### src/rtl/kbc_obuf_pkg.sv
// Shared definitions for the output buffer arbiter.
// Source indices double as priority (0 = highest).
package kbc_obuf_pkg;

    localparam int NUM_SRC = 4;
    localparam int SRC_W   = $clog2(NUM_SRC);

    // Mode byte bit positions the arbiter decodes
    localparam int MODE_KBD_IRQ_EN = 0;
    localparam int MODE_AUX_IRQ_EN = 1;
    localparam int MODE_KBD_OFF    = 4;
    localparam int MODE_AUX_OFF    = 5;

    typedef enum logic [SRC_W-1:0] {
        SRC_RSP_KBD = 2'd0,
        SRC_RSP_AUX = 2'd1,
        SRC_DEV_KBD = 2'd2,
        SRC_DEV_AUX = 2'd3
    } src_e;

    // True for sources that raise the auxiliary-full flag
    function automatic logic is_aux_side(input src_e s);
        return (s == SRC_RSP_AUX) || (s == SRC_DEV_AUX);
    endfunction

endpackage

### src/rtl/kbc_obuf_select.sv
// Fixed-priority selector: lowest request index wins.
// Assumes requests are already masked by the caller. Purely combinational.
module kbc_obuf_select #(
    parameter int N   = 4,
    parameter int IDX = $clog2(N)
) (
    input  logic [N-1:0]   req_i,
    output logic           any_o,
    output logic [IDX-1:0] idx_o
);

    // Scan from lowest to highest priority so the highest one set wins last
    always_comb begin
        idx_o = '0;
        for (int i = N - 1; i >= 0; i--) begin
            if (req_i[i]) idx_o = IDX'(i);
        end
    end

    assign any_o = |req_i;

endmodule

### src/rtl/kbc_obuf_throttle.sv
// Post-read hold-off timer. When enabled, a start pulse loads CYCLES
// and busy_o stays high until the count drains. When disabled it is
// never busy. Assumes start_i never arrives while busy.
module kbc_obuf_throttle #(
    parameter bit ENABLE = 1'b1,
    parameter int CYCLES = 100000,
    localparam int CNT_W = $clog2(CYCLES + 1)
) (
    input  logic clk,
    input  logic rst_n,
    input  logic start_i,
    output logic busy_o
);

    generate
        if (ENABLE) begin : g_timer
            logic [CNT_W-1:0] cnt_q;

            // Load on start, count down to zero otherwise
            always_ff @(posedge clk) begin
                if (!rst_n)              cnt_q <= '0;
                else if (start_i)        cnt_q <= CNT_W'(CYCLES);
                else if (cnt_q != '0)    cnt_q <= cnt_q - 1'b1;
            end

            assign busy_o = (cnt_q != '0);

            // a keyboard read cannot occur while the hold-off runs
            p_no_restart_r9: assert property (@(posedge clk) disable iff (!rst_n)
                busy_o |-> !start_i);
        end else begin : g_none
            logic unused_start;
            assign unused_start = start_i;
            assign busy_o = 1'b0;
        end
    endgenerate

endmodule

### src/rtl/kbc_obuf_irq.sv
// Registered interrupt level generator. Takes next-state full flags so
// the lines change on the same edge as the flags, using the mode bits
// present in the cycle before that edge.
module kbc_obuf_irq
    import kbc_obuf_pkg::*;
#(
    parameter int MODE_W = 8
) (
    input  logic              clk,
    input  logic              rst_n,
    input  logic              full_d_i,
    input  logic              aux_d_i,
    input  logic [MODE_W-1:0] mode_i,
    output logic              irq_kbd_o,
    output logic              irq_aux_o
);

    // Register both interrupt levels
    always_ff @(posedge clk) begin
        if (!rst_n) begin
            irq_kbd_o <= 1'b0;
            irq_aux_o <= 1'b0;
        end else begin
            irq_kbd_o <= full_d_i && !aux_d_i && mode_i[MODE_KBD_IRQ_EN]
                         && !mode_i[MODE_KBD_OFF];
            irq_aux_o <= full_d_i && aux_d_i && mode_i[MODE_AUX_IRQ_EN];
        end
    end

endmodule

### src/rtl/kbc_obuf_arbiter.sv
// Output buffer arbiter for a keyboard controller. It picks one of four
// byte sources by fixed priority, holds the choice while the buffer is
// full, pops the source on a host data read, and drives the full flags and
// interrupt lines. Assumes each source holds its byte steady until popped.
module kbc_obuf_arbiter
    import kbc_obuf_pkg::*;
#(
    parameter int DATA_W          = 8,
    parameter int MODE_W          = 8,
    parameter bit THROTTLE_EN     = 1'b1,
    parameter int THROTTLE_CYCLES = 100000
) (
    input  logic              clk,
    input  logic              rst_n,
    input  logic [MODE_W-1:0] mode_i,
    input  logic              rsp_valid_i,
    input  logic              rsp_is_aux_i,
    input  logic [DATA_W-1:0] rsp_data_i,
    output logic              rsp_pop_o,
    input  logic              kbd_valid_i,
    input  logic [DATA_W-1:0] kbd_data_i,
    output logic              kbd_pop_o,
    input  logic              aux_valid_i,
    input  logic [DATA_W-1:0] aux_data_i,
    output logic              aux_pop_o,
    input  logic              rd_i,
    output logic [DATA_W-1:0] rd_data_o,
    output logic              stat_obf_o,
    output logic              stat_aux_obf_o,
    output logic              port_obf_o,
    output logic              port_aux_obf_o,
    output logic              irq_kbd_o,
    output logic              irq_aux_o
);

    logic [NUM_SRC-1:0] req;
    logic [DATA_W-1:0]  src_data [NUM_SRC];
    logic               grant_any;
    logic [SRC_W-1:0]   grant_idx;
    logic               thr_busy;
    logic               rd_hit;
    logic               can_arb;
    logic               full_q, full_d;
    logic               aux_q, aux_d;
    src_e               sel_q, sel_d;
    logic [DATA_W-1:0]  rd_q;
    logic               unused_mode;

    assign unused_mode = ^mode_i;

    // Build masked request vector in priority order
    always_comb begin
        req[SRC_RSP_KBD] = rsp_valid_i && !rsp_is_aux_i;
        req[SRC_RSP_AUX] = rsp_valid_i &&  rsp_is_aux_i;
        req[SRC_DEV_KBD] = kbd_valid_i && !mode_i[MODE_KBD_OFF];
        req[SRC_DEV_AUX] = aux_valid_i && !mode_i[MODE_AUX_OFF];
    end

    assign src_data[SRC_RSP_KBD] = rsp_data_i;
    assign src_data[SRC_RSP_AUX] = rsp_data_i;
    assign src_data[SRC_DEV_KBD] = kbd_data_i;
    assign src_data[SRC_DEV_AUX] = aux_data_i;

    kbc_obuf_select #(.N(NUM_SRC), .IDX(SRC_W)) u_select (
        .req_i (req),
        .any_o (grant_any),
        .idx_o (grant_idx)
    );

    assign rd_hit  = rd_i && full_q;
    assign can_arb = !full_q && !thr_busy;

    // Next-state for full flag, auxiliary flag and selection
    always_comb begin
        full_d = full_q;
        aux_d  = aux_q;
        sel_d  = sel_q;
        if (rd_hit) begin
            full_d = 1'b0;
            aux_d  = 1'b0;
        end else if (can_arb && grant_any) begin
            full_d = 1'b1;
            sel_d  = src_e'(grant_idx);
            aux_d  = is_aux_side(src_e'(grant_idx));
        end
    end

    // Buffer state registers
    always_ff @(posedge clk) begin
        if (!rst_n) begin
            full_q <= 1'b0;
            aux_q  <= 1'b0;
            sel_q  <= SRC_RSP_KBD;
        end else begin
            full_q <= full_d;
            aux_q  <= aux_d;
            sel_q  <= sel_d;
        end
    end

    // Capture the byte returned to the host
    always_ff @(posedge clk) begin
        if (!rst_n)      rd_q <= '0;
        else if (rd_hit) rd_q <= src_data[sel_q];
    end

    // Pop pulses to the selected source
    always_comb begin
        rsp_pop_o = rd_hit && (sel_q == SRC_RSP_KBD || sel_q == SRC_RSP_AUX);
        kbd_pop_o = rd_hit && (sel_q == SRC_DEV_KBD);
        aux_pop_o = rd_hit && (sel_q == SRC_DEV_AUX);
    end

    kbc_obuf_throttle #(.ENABLE(THROTTLE_EN), .CYCLES(THROTTLE_CYCLES)) u_throttle (
        .clk     (clk),
        .rst_n   (rst_n),
        .start_i (kbd_pop_o),
        .busy_o  (thr_busy)
    );

    kbc_obuf_irq #(.MODE_W(MODE_W)) u_irq (
        .clk       (clk),
        .rst_n     (rst_n),
        .full_d_i  (full_d),
        .aux_d_i   (aux_d),
        .mode_i    (mode_i),
        .irq_kbd_o (irq_kbd_o),
        .irq_aux_o (irq_aux_o)
    );

    assign rd_data_o      = rd_q;
    assign stat_obf_o     = full_q;
    assign stat_aux_obf_o = aux_q;
    assign port_obf_o     = full_q;
    assign port_aux_obf_o = aux_q;

    // at most one source popped per read
    p_one_pop_r7: assert property (@(posedge clk) disable iff (!rst_n)
        $onehot0({rsp_pop_o, kbd_pop_o, aux_pop_o}));
    // no pop while the buffer is empty
    p_no_pop_empty_r8: assert property (@(posedge clk) disable iff (!rst_n)
        !stat_obf_o |-> !(rsp_pop_o || kbd_pop_o || aux_pop_o));
    // selection frozen while full and unread
    p_freeze_r4: assert property (@(posedge clk) disable iff (!rst_n)
        (stat_obf_o && !rd_i) |=> (stat_obf_o && $stable(sel_q)));
    // a read while full empties the buffer
    p_read_clears_r7: assert property (@(posedge clk) disable iff (!rst_n)
        (stat_obf_o && rd_i) |=> !stat_obf_o);
    // auxiliary flag only with the buffer full
    p_aux_in_full_r3: assert property (@(posedge clk) disable iff (!rst_n)
        stat_aux_obf_o |-> stat_obf_o);
    // keyboard interrupt only with a keyboard-side byte
    p_kbd_irq_r5: assert property (@(posedge clk) disable iff (!rst_n)
        irq_kbd_o |-> (stat_obf_o && !stat_aux_obf_o));
    // auxiliary interrupt only with an auxiliary-side byte
    p_aux_irq_r6: assert property (@(posedge clk) disable iff (!rst_n)
        irq_aux_o |-> (stat_obf_o && stat_aux_obf_o));
    // no new selection while the hold-off runs
    p_throttle_hold_r9: assert property (@(posedge clk) disable iff (!rst_n)
        (thr_busy && !stat_obf_o) |=> !stat_obf_o);
    // a masked keyboard device is never newly selected
    p_kbd_mask_r2: assert property (@(posedge clk) disable iff (!rst_n)
        ($rose(stat_obf_o) && sel_q == SRC_DEV_KBD) |-> !$past(mode_i[MODE_KBD_OFF]));

endmodule

### config.mk
export PLATFORM = sky130hd
export DESIGN_NAME = kbc_obuf_arbiter
export DESIGN_NICKNAME = d
export VERILOG_FILES = /design/src/rtl/kbc_obuf_pkg.sv /design/src/rtl/kbc_obuf_select.sv /design/src/rtl/kbc_obuf_throttle.sv /design/src/rtl/kbc_obuf_irq.sv /design/src/rtl/kbc_obuf_arbiter.sv
export SDC_FILE = /design/constraint.sdc
export NUM_CORES = 1
export LEC_CHECK = 0
export ABC_AREA = 1
export BUFFER_PORTS_ARGS = -buffer_cell sky130_fd_sc_hd__buf_2
export CORE_MARGIN = 1.5
export CORE_UTILIZATION = 54
export DETAILED_ROUTE_END_ITERATION = 16
export PLACE_DENSITY = 0.84
export RECOVER_POWER = 50
export SLEW_MARGIN = 30
export SYNTH_ARGS = -nofsm -noshare
export SYNTH_HDL_FRONTEND = slang
export SYNTH_SLANG_ARGS = --single-unit
### constraint.sdc
create_clock -name clk -period 2.8 [get_ports clk]
set_input_delay 0.14 -clock clk [delete_from_list [all_inputs] [get_ports clk]]
set_output_delay 0.14 -clock clk [all_outputs]
set_load 0.05 [all_outputs]
==> impl_metrics.tcl <==
set metrics [dict create \
    via_count 1739 \
    std_cell_rows 20 \
    cpPeakStageDelay_ns 0.45 \
    maxSlewHeadroom_pct 59.5 \
    slew_viol_final 0 \
    grt_overflow 0 \
    fin_crit_sh_pct 79.0 \
    drc 0 \
    ys_ff_latch 31 \
    ir_drop_v 0.000418 \
    synth_area_um2 1700 \
    die_y_um 59.1 \
    critical_path.top_delay_family "buffers and inverters" \
    yosysWarnings 0 \
    synth_edf_count 0 \
    clk_pin_slew_ns 0.10 \
    rsz0062_at_grt "no" \
    synth.top_cell.area_share_pct 36.6 \
    nets 343 \
    cts_root_buf "clkbuf_4" \
    cts_tree "done" \
    arrival_ns 2.07 \
    cts.sinks 31 \
    die_w_um 59.1 \
    tns_ns 0 \
    cts_resized 0 \
    clock.fmax_ghz 0.452 \
    gp_congestion 0.806 \
    place_hpwl_um 2940 \
    end_kind "output pin" \
    crit_path_max_fanout 11 \
    grt_use_total_pct 23.6 \
    leakage_nw 0.933 \
    path_class "reg2out" \
    p_int_mw 1.18 \
    netlist_instances 249 \
    port_buffers 51 \
    worstPathRequired_ns 2.66 \
    grt_first_pass_wirelength_um 6270 \
    setup_viol 0 \
    cts_setup_buffers 0 \
    critPathBufInv 3 \
    seqPwrFrac_pct 30.5 \
    synth_top_cell_by_area "dfxtp_1" \
    insertion_delay_ns 0.34 \
    routedWlPerCell_um 10.6 \
    drive_above_1_share_pct 21.5 \
    min_path_type "in2reg" \
    cts_buffers 5 \
    startpoint_type "flop" \
    placedInstanceArea_um2 1980 \
    yosys-top-cells-area "dfxtp_1, nand2_1, nor2_1, a21oi_1, nor2_4" \
    ys_seq_area_share_pct 36.6 \
    grt_pass1_vias 1541 \
    powerDensity_nw_per_um2 1190 \
    switching_share_pct 50.7 \
    drt-initial-drc-count 71 \
    synth_nets 290 \
    synth_area_per_cell_um2 6.82 \
    final_area_um2 2000 \
    path_cells "nand2_1 -> inv_1 -> nand2_1 -> inv_1 -> buf_2" \
    core_um2 3030 \
    ios 56 \
    finClkSkew_ns 0.00993 \
    cts_buffer_depth 2 \
    synth_cell_types 27 \
    wl_um 3670 \
    worst_slew_pin_slew_ns 0.611 \
    cts_hold_buf 0 \
    firstDrtPassIters 4 \
    viasPerCell 5.03 \
    die_area_um2 3490 \
    syn_to_final_growth_pct 18.0 \
    crit_slowest_cell "dfxtp_1" \
    comb_power_share_pct 58.2 \
    htree_num_levels 2 \
    pwr-share-clk_pct 11.3 \
    antenna_found_initial 0 \
    status "complete, no violations" \
    final_util_pct 66.2 \
    fill_cells 291 \
    p_switching_mw 1.21 \
    maxCapViolations 0 \
    ant_nets 0 \
    synth_common_cells "nand2_1, dfxtp_1, nor2_1, inv_1, a21oi_1" \
    synth_ff_type "dfxtp_1" \
    async_flop_share_pct 0 \
    antenna_cells 0 \
    hold_viol 0 \
    start_util_pct 56.1 \
    grt_max_degree 15 \
    fin_crit_ns 2.21 \
    yosysMostFrequentCell "nand2_1" \
]
==> path summary, 6_finish.rpt <==
check | start | endpoint | slack [ns] | depth (start not counted)
max | port_obf_o | kbd_pop_o | 0.59 | 5
min | mode_i[1] | u_irq.irq_aux_o | 0.04 | 3
max reg2reg | port_obf_o | u_throttle.g_timer.cnt_q[6] | 0.94 | 7
min reg2reg | u_throttle.g_timer.cnt_q[0] | u_throttle.g_timer.cnt_q[0] | 0.49 | 2
==> layout by cell type, fill, tap and decap left out, types with 2 or more instances in the layout <==
cell	n
dfxtp_1	31
buf_2	37
xor2_1	3
nor2_2	5
nor2_4	8
nand4_1	2
nand2_2	4
nand3_1	17
xnor2_1	3
inv_1	21
o21ai_0	7
a21oi_1	19
clkbuf_4	5
a31oi_1	6
or2_2	3
ha_1	2
a41oi_1	2
nand2_1	73
nor2_1	32
clkbuf_1	14
==> layer usage <==
metal / share of wire (%) / GRT usage (%) / wire length (µm) / vias up
met5: 0 / 0 / 0 / -
met2: 47 / 37.5 / 1720 / 53
met1: 46 / 30.0 / 1670 / 777
met3: 6.2 / 6.55 / 226 / 5
met4: 1.4 / 10.1 / 51 / 0
li1: - / - / - / 904
==> cell type report <==
cell class	instances	area [µm²]	share of cell area (%)
multi-input cells	190	947	47.3
clock inverters	1	5.00	0.250
clock buffers	6	51.3	2.56
flip-flops and latches	31	621	31.0
repair buffers	51	238	11.9
well taps	44	55.1	2.75
inverters	23	86.3	4.31
==> stage by stage <==
stage,hold slack (ns),instances,setup slack [ns],power [mW]
global route,0.0333,346,0.369,2.63
global placement,0.391,339,1.06,2.11
floorplan,0.263,249,0.946,1.90
CTS,0.0283,346,0.712,2.43
finish,0.0387,346,0.588,2.39
detailed placement,0.395,339,1.08,2.16
==> power groups by stage <==
stage,clock [mW],sequential [mW],combinational [mW]
floorplan,0,0.806,1.09
global placement,0,0.734,1.38
detailed placement,0,0.739,1.42
CTS,0.276,0.729,1.42
global route,0.297,0.753,1.58
finish,0.270,0.729,1.39
==> sequential cells by signal (all words and copies together) (netlist names) <==
register and flops:
rd_data_o 8, sel_q 2, u_irq.irq_kbd_o 1, port_obf_o 1
u_throttle.g_timer.cnt_q 17, port_aux_obf_o 1, u_irq.irq_aux_o 1
==> worst min-delay path, cell delays in order <==
cell	delay (ns)
buf_2	0.10
nand3_1	0.07
a21oi_1	0.04
==> kinds of logic after synthesis <==
logic type | Yosys count | share of synthesized area (%)
AOI/OAI and AO/OA | 36 | 11.8
adders and majority gates | 2 | 1.47
and+or+nand+nor | 146 | 40.2
buffers and inverters | 28 | 6.93
DFF | 31 | 36.6
xor gates and xnor gates | 6 | 3.10
No activity file was read; power rests on OpenSTA's default activity.
